`config.mk`:
```
export PLATFORM = sky130hd
export DESIGN_NAME = rst_seq
export DESIGN_NICKNAME = d
export VERILOG_FILES = /design/src/rtl/rst_seq_pkg.sv /design/src/rtl/rst_src_merge.sv /design/src/rtl/rst_phase_fsm.sv /design/src/rtl/rst_status_reg.sv /design/src/rtl/rst_seq.sv
export SDC_FILE = /design/constraint.sdc
export NUM_CORES = 1
export LEC_CHECK = 0
export ABC_AREA = 1
export BUFFER_PORTS_ARGS = -buffer_cell sky130_fd_sc_hd__buf_2
export CAP_MARGIN = 20
export CORE_ASPECT_RATIO = 2
export CORE_MARGIN = 2
export CORE_UTILIZATION = 28
export DETAILED_ROUTE_END_ITERATION = 8
export HOLD_SLACK_MARGIN = 0.08
export PLACE_DENSITY_LB_ADDON = 0.12
export SYNTH_ARGS = -nofsm -noshare
export SYNTH_HDL_FRONTEND = slang
export SYNTH_SLANG_ARGS = --single-unit
```
`constraint.sdc`:
```
create_clock -name clk_i -period 2.5 [get_ports clk_i]
set_input_delay 0.125 -clock clk_i [delete_from_list [all_inputs] [get_ports clk_i]]
set_output_delay 0.125 -clock clk_i [all_outputs]
set_load 0.01 [all_outputs]
```
`src/rtl/rst_seq_pkg.sv`:
```
package rst_seq_pkg;
  typedef enum logic [2:0] {
    ST_IDLE, ST_STAB, ST_PIN, ST_HOLD, ST_EXT, ST_RUN
  } seq_st_e;

  localparam int STS_W    = 4;
  localparam int STS_POR  = 0;
  localparam int STS_COP  = 1;
  localparam int STS_ILOP = 2;
  localparam int STS_PIN  = 3;

  typedef struct packed {
    logic por;
    logic cop;
    logic ilop;
    logic pin;
  } rst_evt_t;
endpackage

```
`src/rtl/rst_src_merge.sv`:
```
module rst_src_merge
  import rst_seq_pkg::*;
(
  input  logic     clk_i,
  input  logic     rst_ni,
  input  logic     accept_i,
  input  logic     por_i,
  input  logic     cop_ovf_i,
  input  logic     ilop_i,
  input  logic     stop_i,
  input  logic     ext_low_i,
  input  logic     cop_off_cfg_i,
  input  logic     stop_en_cfg_i,
  input  logic     monitor_i,
  input  logic     brk_i,
  input  logic     tst_rst_i,
  input  logic     tst_irq_i,
  output logic     cop_en_o,
  output rst_evt_t evt_o
);
  logic tst_block, raw_cop, raw_ilop, raw_pin;

  always_comb begin
    tst_block = (monitor_i & (tst_rst_i | tst_irq_i)) | (brk_i & tst_rst_i);
    cop_en_o  = ~cop_off_cfg_i & ~tst_block;
    raw_cop   = accept_i & cop_ovf_i & cop_en_o;
    // disabled STOP is folded into the illegal-opcode path
    raw_ilop  = accept_i & (ilop_i | (stop_i & ~stop_en_cfg_i));
    raw_pin   = accept_i & ext_low_i;
    evt_o.por  = por_i;
    evt_o.cop  = raw_cop & ~por_i;
    evt_o.ilop = raw_ilop & ~por_i & ~raw_cop;
    evt_o.pin  = raw_pin & ~por_i & ~raw_cop & ~raw_ilop;
  end

  p_cop_cfg_block_r7: assert property (@(posedge clk_i) disable iff (!rst_ni)
    (cop_off_cfg_i || (brk_i && tst_rst_i) || (monitor_i && tst_irq_i)) |-> !evt_o.cop);
  p_one_winner_r13: assert property (@(posedge clk_i) disable iff (!rst_ni)
    $onehot0(evt_o));
  p_idle_ignore_r12: assert property (@(posedge clk_i) disable iff (!rst_ni)
    !accept_i |-> !(evt_o.cop || evt_o.ilop || evt_o.pin));
endmodule

```
`src/rtl/rst_phase_fsm.sv`:
```
module rst_phase_fsm
  import rst_seq_pkg::*;
#(
  parameter int STAB_CYC  = 4096,
  parameter int PHASE_CYC = 32
) (
  input  logic     clk_i,
  input  logic     rst_ni,
  input  rst_evt_t evt_i,
  input  logic     ext_low_i,
  output seq_st_e  st_o,
  output logic     clk_en_o,
  output logic     clkout_en_o,
  output logic     pin_drv_o,
  output logic     cpu_rst_o
);
  localparam int MAX_CYC = (STAB_CYC > PHASE_CYC) ? STAB_CYC : PHASE_CYC;
  localparam int CNT_W   = $clog2(MAX_CYC + 1);
  localparam logic [CNT_W-1:0] STAB_LAST  = CNT_W'(STAB_CYC - 1);
  localparam logic [CNT_W-1:0] PHASE_LAST = CNT_W'(PHASE_CYC - 1);

  seq_st_e          st_q;
  logic [CNT_W-1:0] cnt_q;
  logic             clkout_q;

  always_ff @(posedge clk_i or negedge rst_ni) begin
    if (!rst_ni) begin
      st_q     <= ST_IDLE;
      cnt_q    <= '0;
      clkout_q <= 1'b0;
    end else if (evt_i.por) begin
      st_q     <= ST_STAB;
      cnt_q    <= '0;
      clkout_q <= 1'b1;
    end else begin
      unique case (st_q)
        ST_STAB: begin
          if (cnt_q == STAB_LAST) begin st_q <= ST_PIN; cnt_q <= '0; end
          else cnt_q <= cnt_q + 1'b1;
        end
        ST_PIN: begin
          if (cnt_q == PHASE_LAST) begin st_q <= ST_HOLD; cnt_q <= '0; end
          else cnt_q <= cnt_q + 1'b1;
        end
        ST_HOLD: begin
          if (cnt_q == PHASE_LAST) begin st_q <= ST_RUN; cnt_q <= '0; end
          else cnt_q <= cnt_q + 1'b1;
        end
        ST_EXT: begin
          if (!ext_low_i) begin st_q <= ST_HOLD; cnt_q <= '0; end
        end
        ST_RUN: begin
          if (evt_i.cop || evt_i.ilop) begin st_q <= ST_PIN; cnt_q <= '0; end
          else if (evt_i.pin) st_q <= ST_EXT;
        end
        default: st_q <= ST_IDLE;
      endcase
    end
  end

  always_comb begin
    st_o        = st_q;
    clk_en_o    = (st_q != ST_IDLE) && (st_q != ST_STAB);
    pin_drv_o   = (st_q == ST_IDLE) || (st_q == ST_STAB) || (st_q == ST_PIN);
    cpu_rst_o   = (st_q != ST_RUN);
    clkout_en_o = clkout_q;
  end

  p_pin_first_r4: assert property (@(posedge clk_i) disable iff (!rst_ni)
    $fell(pin_drv_o) |-> cpu_rst_o);
  p_cpu_after_hold_r4: assert property (@(posedge clk_i) disable iff (!rst_ni)
    $fell(cpu_rst_o) |-> ($past(st_q) == ST_HOLD));
  p_stab_gated_r2: assert property (@(posedge clk_i) disable iff (!rst_ni)
    evt_i.por |=> (!clk_en_o && pin_drv_o && cpu_rst_o));
  p_clkout_sticky_r5: assert property (@(posedge clk_i) disable iff (!rst_ni)
    clkout_en_o |=> clkout_en_o);
  p_ext_no_drive_r9: assert property (@(posedge clk_i) disable iff (!rst_ni)
    evt_i.pin |=> (!pin_drv_o && cpu_rst_o));
  p_int_drive_r6: assert property (@(posedge clk_i) disable iff (!rst_ni)
    (evt_i.cop || evt_i.ilop) |=> (pin_drv_o && clk_en_o));
endmodule

```
`src/rtl/rst_status_reg.sv`:
```
module rst_status_reg
  import rst_seq_pkg::*;
(
  input  logic             clk_i,
  input  logic             rst_ni,
  input  rst_evt_t         evt_i,
  input  logic             rd_i,
  output logic [STS_W-1:0] sts_o
);
  logic [STS_W-1:0] sts_q, set_v;
  logic             any_evt;

  always_comb begin
    set_v           = '0;
    set_v[STS_POR]  = evt_i.por;
    set_v[STS_COP]  = evt_i.cop;
    set_v[STS_ILOP] = evt_i.ilop;
    set_v[STS_PIN]  = evt_i.pin;
    any_evt         = |set_v;
  end

  always_ff @(posedge clk_i or negedge rst_ni) begin
    if (!rst_ni)      sts_q <= '0;
    else if (any_evt) sts_q <= set_v;   // new cause replaces old
    else if (rd_i)    sts_q <= '0;
  end

  assign sts_o = sts_q;

  p_onehot_cause_r10: assert property (@(posedge clk_i) disable iff (!rst_ni)
    any_evt |=> ($countones(sts_q) == 1));
  p_read_clear_r11: assert property (@(posedge clk_i) disable iff (!rst_ni)
    (rd_i && !any_evt) |=> (sts_q == '0));
  p_hold_r11: assert property (@(posedge clk_i) disable iff (!rst_ni)
    (!rd_i && !any_evt) |=> $stable(sts_q));
endmodule

```
`src/rtl/rst_seq.sv`:
```
module rst_seq
  import rst_seq_pkg::*;
#(
  parameter int STAB_CYC  = 4096,
  parameter int PHASE_CYC = 32
) (
  input  logic             clk_i,
  input  logic             rst_ni,
  input  logic             por_i,
  input  logic             cop_ovf_i,
  input  logic             ilop_i,
  input  logic             stop_i,
  input  logic             ext_rst_ni,
  input  logic             cop_off_cfg_i,
  input  logic             stop_en_cfg_i,
  input  logic             monitor_i,
  input  logic             brk_i,
  input  logic             tst_rst_i,
  input  logic             tst_irq_i,
  input  logic             sts_rd_i,
  output logic             clk_en_o,
  output logic             clkout_en_o,
  output logic             rst_pin_drv_o,
  output logic             cpu_rst_o,
  output logic             cop_en_o,
  output logic [STS_W-1:0] sts_o
);
  rst_evt_t evt;
  seq_st_e  st;
  logic     accept;

  assign accept = (st == ST_RUN);

  rst_src_merge u_merge (
    .clk_i, .rst_ni,
    .accept_i      (accept),
    .por_i, .cop_ovf_i, .ilop_i, .stop_i,
    .ext_low_i     (~ext_rst_ni),
    .cop_off_cfg_i, .stop_en_cfg_i, .monitor_i, .brk_i, .tst_rst_i, .tst_irq_i,
    .cop_en_o,
    .evt_o         (evt)
  );

  rst_phase_fsm #(.STAB_CYC(STAB_CYC), .PHASE_CYC(PHASE_CYC)) u_fsm (
    .clk_i, .rst_ni,
    .evt_i       (evt),
    .ext_low_i   (~ext_rst_ni),
    .st_o        (st),
    .clk_en_o,
    .clkout_en_o,
    .pin_drv_o   (rst_pin_drv_o),
    .cpu_rst_o
  );

  rst_status_reg u_sts (
    .clk_i, .rst_ni,
    .evt_i (evt),
    .rd_i  (sts_rd_i),
    .sts_o
  );
endmodule

```
; ---- After elaboration in Yosys (flattened, before gate mapping)
; Index checks and enable logic that the tools add are counted.
[classes]
addsub = 1
eq_ne = 15
n_mux = 16
bitwise_logic = 24
reduce_logical = 12
[ops]
columns = cell, n
row1 = 2-to-1 mux 13 bit, 5
row2 = case mux 13 bit (4 select lines), 1
row3 = 2-to-1 mux 3 bit, 7
row4 = case mux 3 bit (5 select lines), 1
row5 = AND 1 bit, 14
row6 = "adder 13 x 1 -> 13 bit, second input constant", 1
row7 = "equality test 13 x 12 -> 1 bit, second input constant", 1
row8 = "equality test 13 x 5 -> 1 bit, second input constant", 1
row9 = "!= test 3 x 2 -> 1 bit, second input constant", 4
row10 = 2-to-1 mux 4 bit, 2
row11 = NOT 1 bit, 7
row12 = "equality test 3 x 2 -> 1 bit, second input constant", 2
row13 = "equality test 3 bit, second input constant", 2
row14 = "!= test 3 bit, second input constant", 2
row15 = AND reduction 5 bit, 1
row16 = nonzero test 5 bit, 1
row17 = "!= test 4 x 2 -> 1 bit, second input constant", 1
row18 = OR reduction 4 bit, 1
row19 = "equality test 3 x 1 -> 1 bit, second input constant", 1
row20 = logical NOT 3 bit, 1
row21 = logical OR 1 bit, 3
row22 = "!= test 3 x 1 -> 1 bit, second input constant", 1
row23 = OR 1 bit, 3
row24 = AND reduction 3 bit, 1
row25 = 4 further kinds, 4
[totals]
ff_bits = 21
inputBits = 14
output_inout_bits = 9
wordCells = 72

; ---- Logic depth before layout (Yosys ltp)
[logic_depth]
depth_word = 13
ltp_mapped = 12
depth_no_buf = 11

; ---- Hierarchy
; From an unflattened synthesis, not the netlist that was laid out.
[hier_totals]
cells_unflattened = 226
hier_area_um2 = 1521.5
[by_module_without_submodules]
columns = mod, n_inst, cells_each, area_per_inst_um2, seq_area_each_um2
row1 = rst_phase_fsm, 1, 183, 1228.7, 425.4
row2 = rst_status_reg, 1, 19, 171.4, 100.1
row3 = rst_src_merge, 1, 21, 107.6, 0.0
row4 = rst_seq, 1, 3, 13.8, 0.0

; ---- Worst setup path before layout
; No wires, ideal clock.
[synth_timing]
path_type = register -> register
from = register u_fsm.cnt_q[0]
to = register u_fsm.cnt_q[9]
setup_time_ns = 0.113
arrival_ns = 1.431
required_ns = 2.387
path_slack_ns = 0.956
path_stages_with_launch = 11
path_buffers = 0
period_less_slack_ns = 1.544
cell_sequence = dfrtp_1 > ha_1 > inv_1 > nor2_1 > nand2_1 > nor2_1 > nand3_1 > nand2_1 > o21ai_0 > nand2_1 > inv_1
[synth_between]
elab_chain_cells = 4
word_cells_on_any_way = 7
classes_between = add/sub (1) / eq/ne (2) / mux (4)
[synth_lines]
columns = element, line_no
row1 = "start, declared", rst_phase_fsm.sv:23  ; logic [CNT_W-1:0] cnt_q;
row2 = "start signal, assigned", rst_phase_fsm.sv:39  ; else cnt_q <= cnt_q + 1'b1;
row3 = "start signal, assigned", rst_phase_fsm.sv:43  ; else cnt_q <= cnt_q + 1'b1;
row4 = "start signal, assigned", rst_phase_fsm.sv:47  ; else cnt_q <= cnt_q + 1'b1;
row5 = adder 13 x 1 -> 13 bit (tied with other cells), "rst_phase_fsm.sv:39, rst_phase_fsm.sv:43, rst_phase_fsm.sv:47"
row6 = 2-to-1 mux 13 bit (on tied branches), "rst_phase_fsm.sv:42, rst_phase_fsm.sv:46, rst_phase_fsm.sv:38"
row7 = case mux 13 bit (4 select lines) *, rst_phase_fsm.sv:36  ; unique case (st_q)
row8 = 2-to-1 mux 13 bit *, rst_phase_fsm.sv:31  ; end else if (evt_i.por) begin
; Mark *: on every way between the ends. The rest lies on a longest branch, timed or not.
; A chain may end at the register's enable or synchronous reset.

; ---- Final worst setup path
[layout_timing]
from = register u_fsm.st_q[2] (netlist: u_fsm.st_o[2])
to = register u_fsm.cnt_q[10]
[layout_between]
elab_chain_cells = 8
word_cells_on_any_way = 20
classes_between = eq/ne (7) / mux (2) / bitwise (7) / reduce/logical (4)
[layout_lines]
columns = element, line_no
row1 = "start, declared", rst_phase_fsm.sv:22  ; seq_st_e st_q;
row2 = "start signal, assigned", rst_phase_fsm.sv:28  ; st_q <= ST_IDLE;
row3 = "start signal, assigned", rst_phase_fsm.sv:32  ; st_q <= ST_STAB;
row4 = "start signal, assigned", rst_phase_fsm.sv:38  ; if (cnt_q == STAB_LAST) begin st_q <= ST_PIN; cnt_q <= '0; end
row5 = equality test 3 bit, "rst_phase_fsm.sv:36, rst_seq.sv:32"
row6 = AND 1 bit (2 in series), rst_src_merge.sv:26  ; raw_cop = accept_i & cop_ovf_i & cop_en_o;
row7 = NOT 1 bit, rst_src_merge.sv:32  ; evt_o.ilop = raw_ilop & ~por_i & ~raw_cop;
row8 = AND 1 bit, rst_src_merge.sv:32
row9 = logical OR 1 bit, rst_phase_fsm.sv:53  ; if (evt_i.cop || evt_i.ilop) begin st_q <= ST_PIN; cnt_q <= '0; end
row10 = != test 3 x 2 -> 1 bit (no line), -
row11 = AND reduction 3 bit (no line), -
; Parallel ways exist; a longest one is shown, timed or not.

==> metrics.yaml <==
fmax_ghz: 0.488
start_kind: "flop"
rows: 37
post-route-period-util: 0.819
worstPathRequired_ns: 2.66
cts_tree: "built"
path_buf_inv: 2
synth_top_area_cell: "dfrtp_1"
ys_ff_latch: 21
synth.distinct_cells: 32
grt_pass1_vias: 1507
hp-class: "in -> reg"
antenna_found_initial: 0
clockRootBuffer: "clkbuf_8"
drtPass1Iterations: 4
grt_use_total: 0.160
hold_viol: 0
num_antenna_cells: 0
slowest_stage: "dfrtp_1"
htree_levels: 1
timing.final.ws_setup_ns: 0.453
layout-drive-gt1-share: 0.178
via_count: 1471
maxSlewHeadroom: 0.642
nNetsFinal: 263
via_per_inst: 4.82
maxSlewViolCount: 0
dp_hpwl_um: 3580
cpPeakStageDelay_ns: 0.67
numCtsBuffers: 3
finClkSkew_ns: 0.00280
syn_avg_cell_area_um2: 6.70
crit_fanout: 14
die_w_um: 55.8
synth.cell_area_mm2: 0.00150
path_delay_family: "simple AND/OR/NAND/NOR gates"
ant_nets: 0
grt_first_pass_wirelength_um: 7270
crit_chain: "inv_4, nor2_2, nand2_1, nor3_2, nor2_2, nand2_4, inv_4, nand3_1, nand2_1"
status: "complete, no violations"
area_growth_pct: 13.6
grt_setup_unrepaired: "false"
wl_per_cell_um: 14.5
dieHeight_um: 108
gp_congestion: 0.917
core_area_mm2: 0.00514
portBuffers: 22
post_cts_buffers: 0
n_fill_cell: 586
criticalPathCategory: "reg -> reg"
ctsResizeCount: 0
ys_seq_area_frac: 0.350
dp_slack_ns: 0.469
clock_latency_ns: 0.26
synth_nets: 239
synth_top_area_frac: 0.350
max-cap-violations: 0
peakVddDrop_mv: 0.515
setup_tns_ns: 0
clk_pin_slew_worst_paths_ns: 0.09
setup_viol: 0
finalCriticalPeriod_ns: 2.05
crit_arrival_ns: 2.20
worstSetupEndpointType: "flop"
worst_slew_pin_slew_ns: 0.538
route.detailed.drc: 0
drt-initial-drc-count: 24
start_util: 0.292
grt_overflow: 0
drt-total-wl_um: 4420
clockBufferDepth: 2
die-area_mm2: 0.00600
postCtsHoldBufs: 1
io_pins: 23
synth_area_leaders: "dfrtp_1 (35%), nand2_1 (18%), nand3_1 (7.3%)"
p_leak_nw: 0.896
synth_cells: 224
clock_sinks: 21
grt_start_max_net_pins: 22
synth_warnings: 0
powerDensity_mw_per_mm2: 731
routing by layer:
| layer | part of all wire | vias to the layer above | GRT usage |
|---|---|---|---|
| met5 | 0 | - | 0 |
| met4 | 0.030 | 0 | 0.0819 |
| met2 | 0.61 | 31 | 0.332 |
| met3 | 0.022 | 8 | 0.0108 |
| met1 | 0.34 | 679 | 0.148 |
| li1 | - | 753 | - |
metrics by stage:
| step | cells | instance area [µm²] | util | power (mW) | hold slack [ns] |
|---|---|---|---|---|---|
| finish | 305 | 1700 | 0.332 | 1.25 | 0.123 |
| global route | 305 | 1700 | 0.332 | 1.36 | 0.125 |
| CTS | 305 | 1700 | 0.332 | 1.26 | 0.123 |
| detailed placement | 300 | 1650 | 0.321 | 1.02 | 0.138 |
| global placement | 300 | 1650 | 0.321 | 1.03 | 0.132 |
| floorplan | 224 | 1500 | - | 0.882 | -0.171 |
placed cells by master (no fill, tap or decap):
master         instances
a211oi_1               1
a21o_1                 1
a21oi_1                3
a21oi_2                1
buf_2                 22
clkbuf_1               1
clkbuf_8               3
clkinv_2               1
dfrtp_1               21
dlygate4sd3_1          1
ha_1                   1
inv_1                 28
inv_2                  1
inv_4                  2
nand2_1               73
nand2_4                1
nand3_1               22
nand3_2                1
nand3_4                1
nand4_1                9
nor2_1                27
nor2_2                 5
nor2_4                 1
nor3_1                 1
nor3_2                 2
nor4_1                 1
o21ai_0                6
o21ai_1                1
o21ai_2                2
o21bai_1               2
or2_2                  1
xnor2_1                2
xor2_1                 2
worst reg2reg max path: stages, from the launching register on:
cell and delay [ns]:
dfrtp_1 0.67, inv_4 0.09, nor2_2 0.20, nand2_1 0.14
nor3_2 0.21, nor2_2 0.12, nand2_4 0.20, inv_4 0.09
nand3_1 0.14, nand2_1 0.06
worst paths after layout:
check	endpoint	startpoint	slack, ns	cells past startpoint
worst max register to register	u_fsm.cnt_q[10]$_DFFE_PN0P_	u_fsm.st_o[2]$_DFFE_PN0P_	0.45	9
worst max-delay path	u_fsm.cnt_q[10]$_DFFE_PN0P_	u_fsm.st_o[2]$_DFFE_PN0P_	0.45	9
worst min-delay path	u_sts.sts_o[1]$_DFFE_PN0P_	sts_rd_i	0.12	4
max in group asynchronous	u_sts.sts_o[0]$_DFFE_PN0P_	rst_ni	1.77	2
worst min register to register	u_fsm.clkout_en_o$_DFFE_PN0P_	u_fsm.clkout_en_o$_DFFE_PN0P_	0.48	1
min in group asynchronous	u_fsm.st_o[2]$_DFFE_PN0P_	rst_ni	0.37	2
synth_stat cells:
library cell  count
o21ai_0           6
buf_6             1
nor3_2            2
a21oi_1           3
clkbuf_1          2
a21oi_2           1
a21o_1            1
nor2_1           27
xor2_1            2
o21bai_1          2
nor3_1            1
nand2_1          73
inv_2             1
inv_4             2
nor4_1            1
xnor2_1           2
ha_1              1
inv_1            28
or2_2             1
nand3_1          22
nor2_4            1
buf_8             1
nand3_2           1
nand3_4           1
o21ai_2           2
a211oi_1          1
o21ai_1           1
nand4_1           9
clkinv_2          1
nand2_4           1
dfrtp_1          21
nor2_2            5
kinds of logic after synthesis:
family	Yosys count	synth area share
adders and majority gates	1	0.00834
and+or+nand+nor	145	0.440
xor gates and xnor gates	4	0.0234
buffers and inverters	36	0.107
DFF	21	0.350
AOI/OAI and AO/OA	17	0.0709
where the power goes:
part	leakage, nW	total, mW	switching (mW)	internal, mW
Sequential	0.280	0.463	0.0782	0.385
Combinational	0.594	0.542	0.362	0.180
Clock	0.0228	0.240	0.126	0.114
Total	0.896	1.24	0.566	0.679
final cells by class:
class | instances | area (µm²) | area share
Timing Repair Buffer | 23 | 120 | 0.0705
Tap cell | 58 | 72.6 | 0.0426
Clock buffer | 4 | 45.0 | 0.0264
Inverter | 32 | 126 | 0.0742
Multi-Input combinational cell | 167 | 815 | 0.478
Sequential cell | 21 | 526 | 0.308
registers in the layout, indices dropped and copies added, names as in the netlist:
| name | cells |
|---|---|
| u_fsm.clkout_en_o | 1 |
| u_fsm.cnt_q | 13 |
| u_fsm.st_o | 3 |
| u_sts.sts_o | 4 |
No activity file was read; power rests on OpenSTA's default activity.
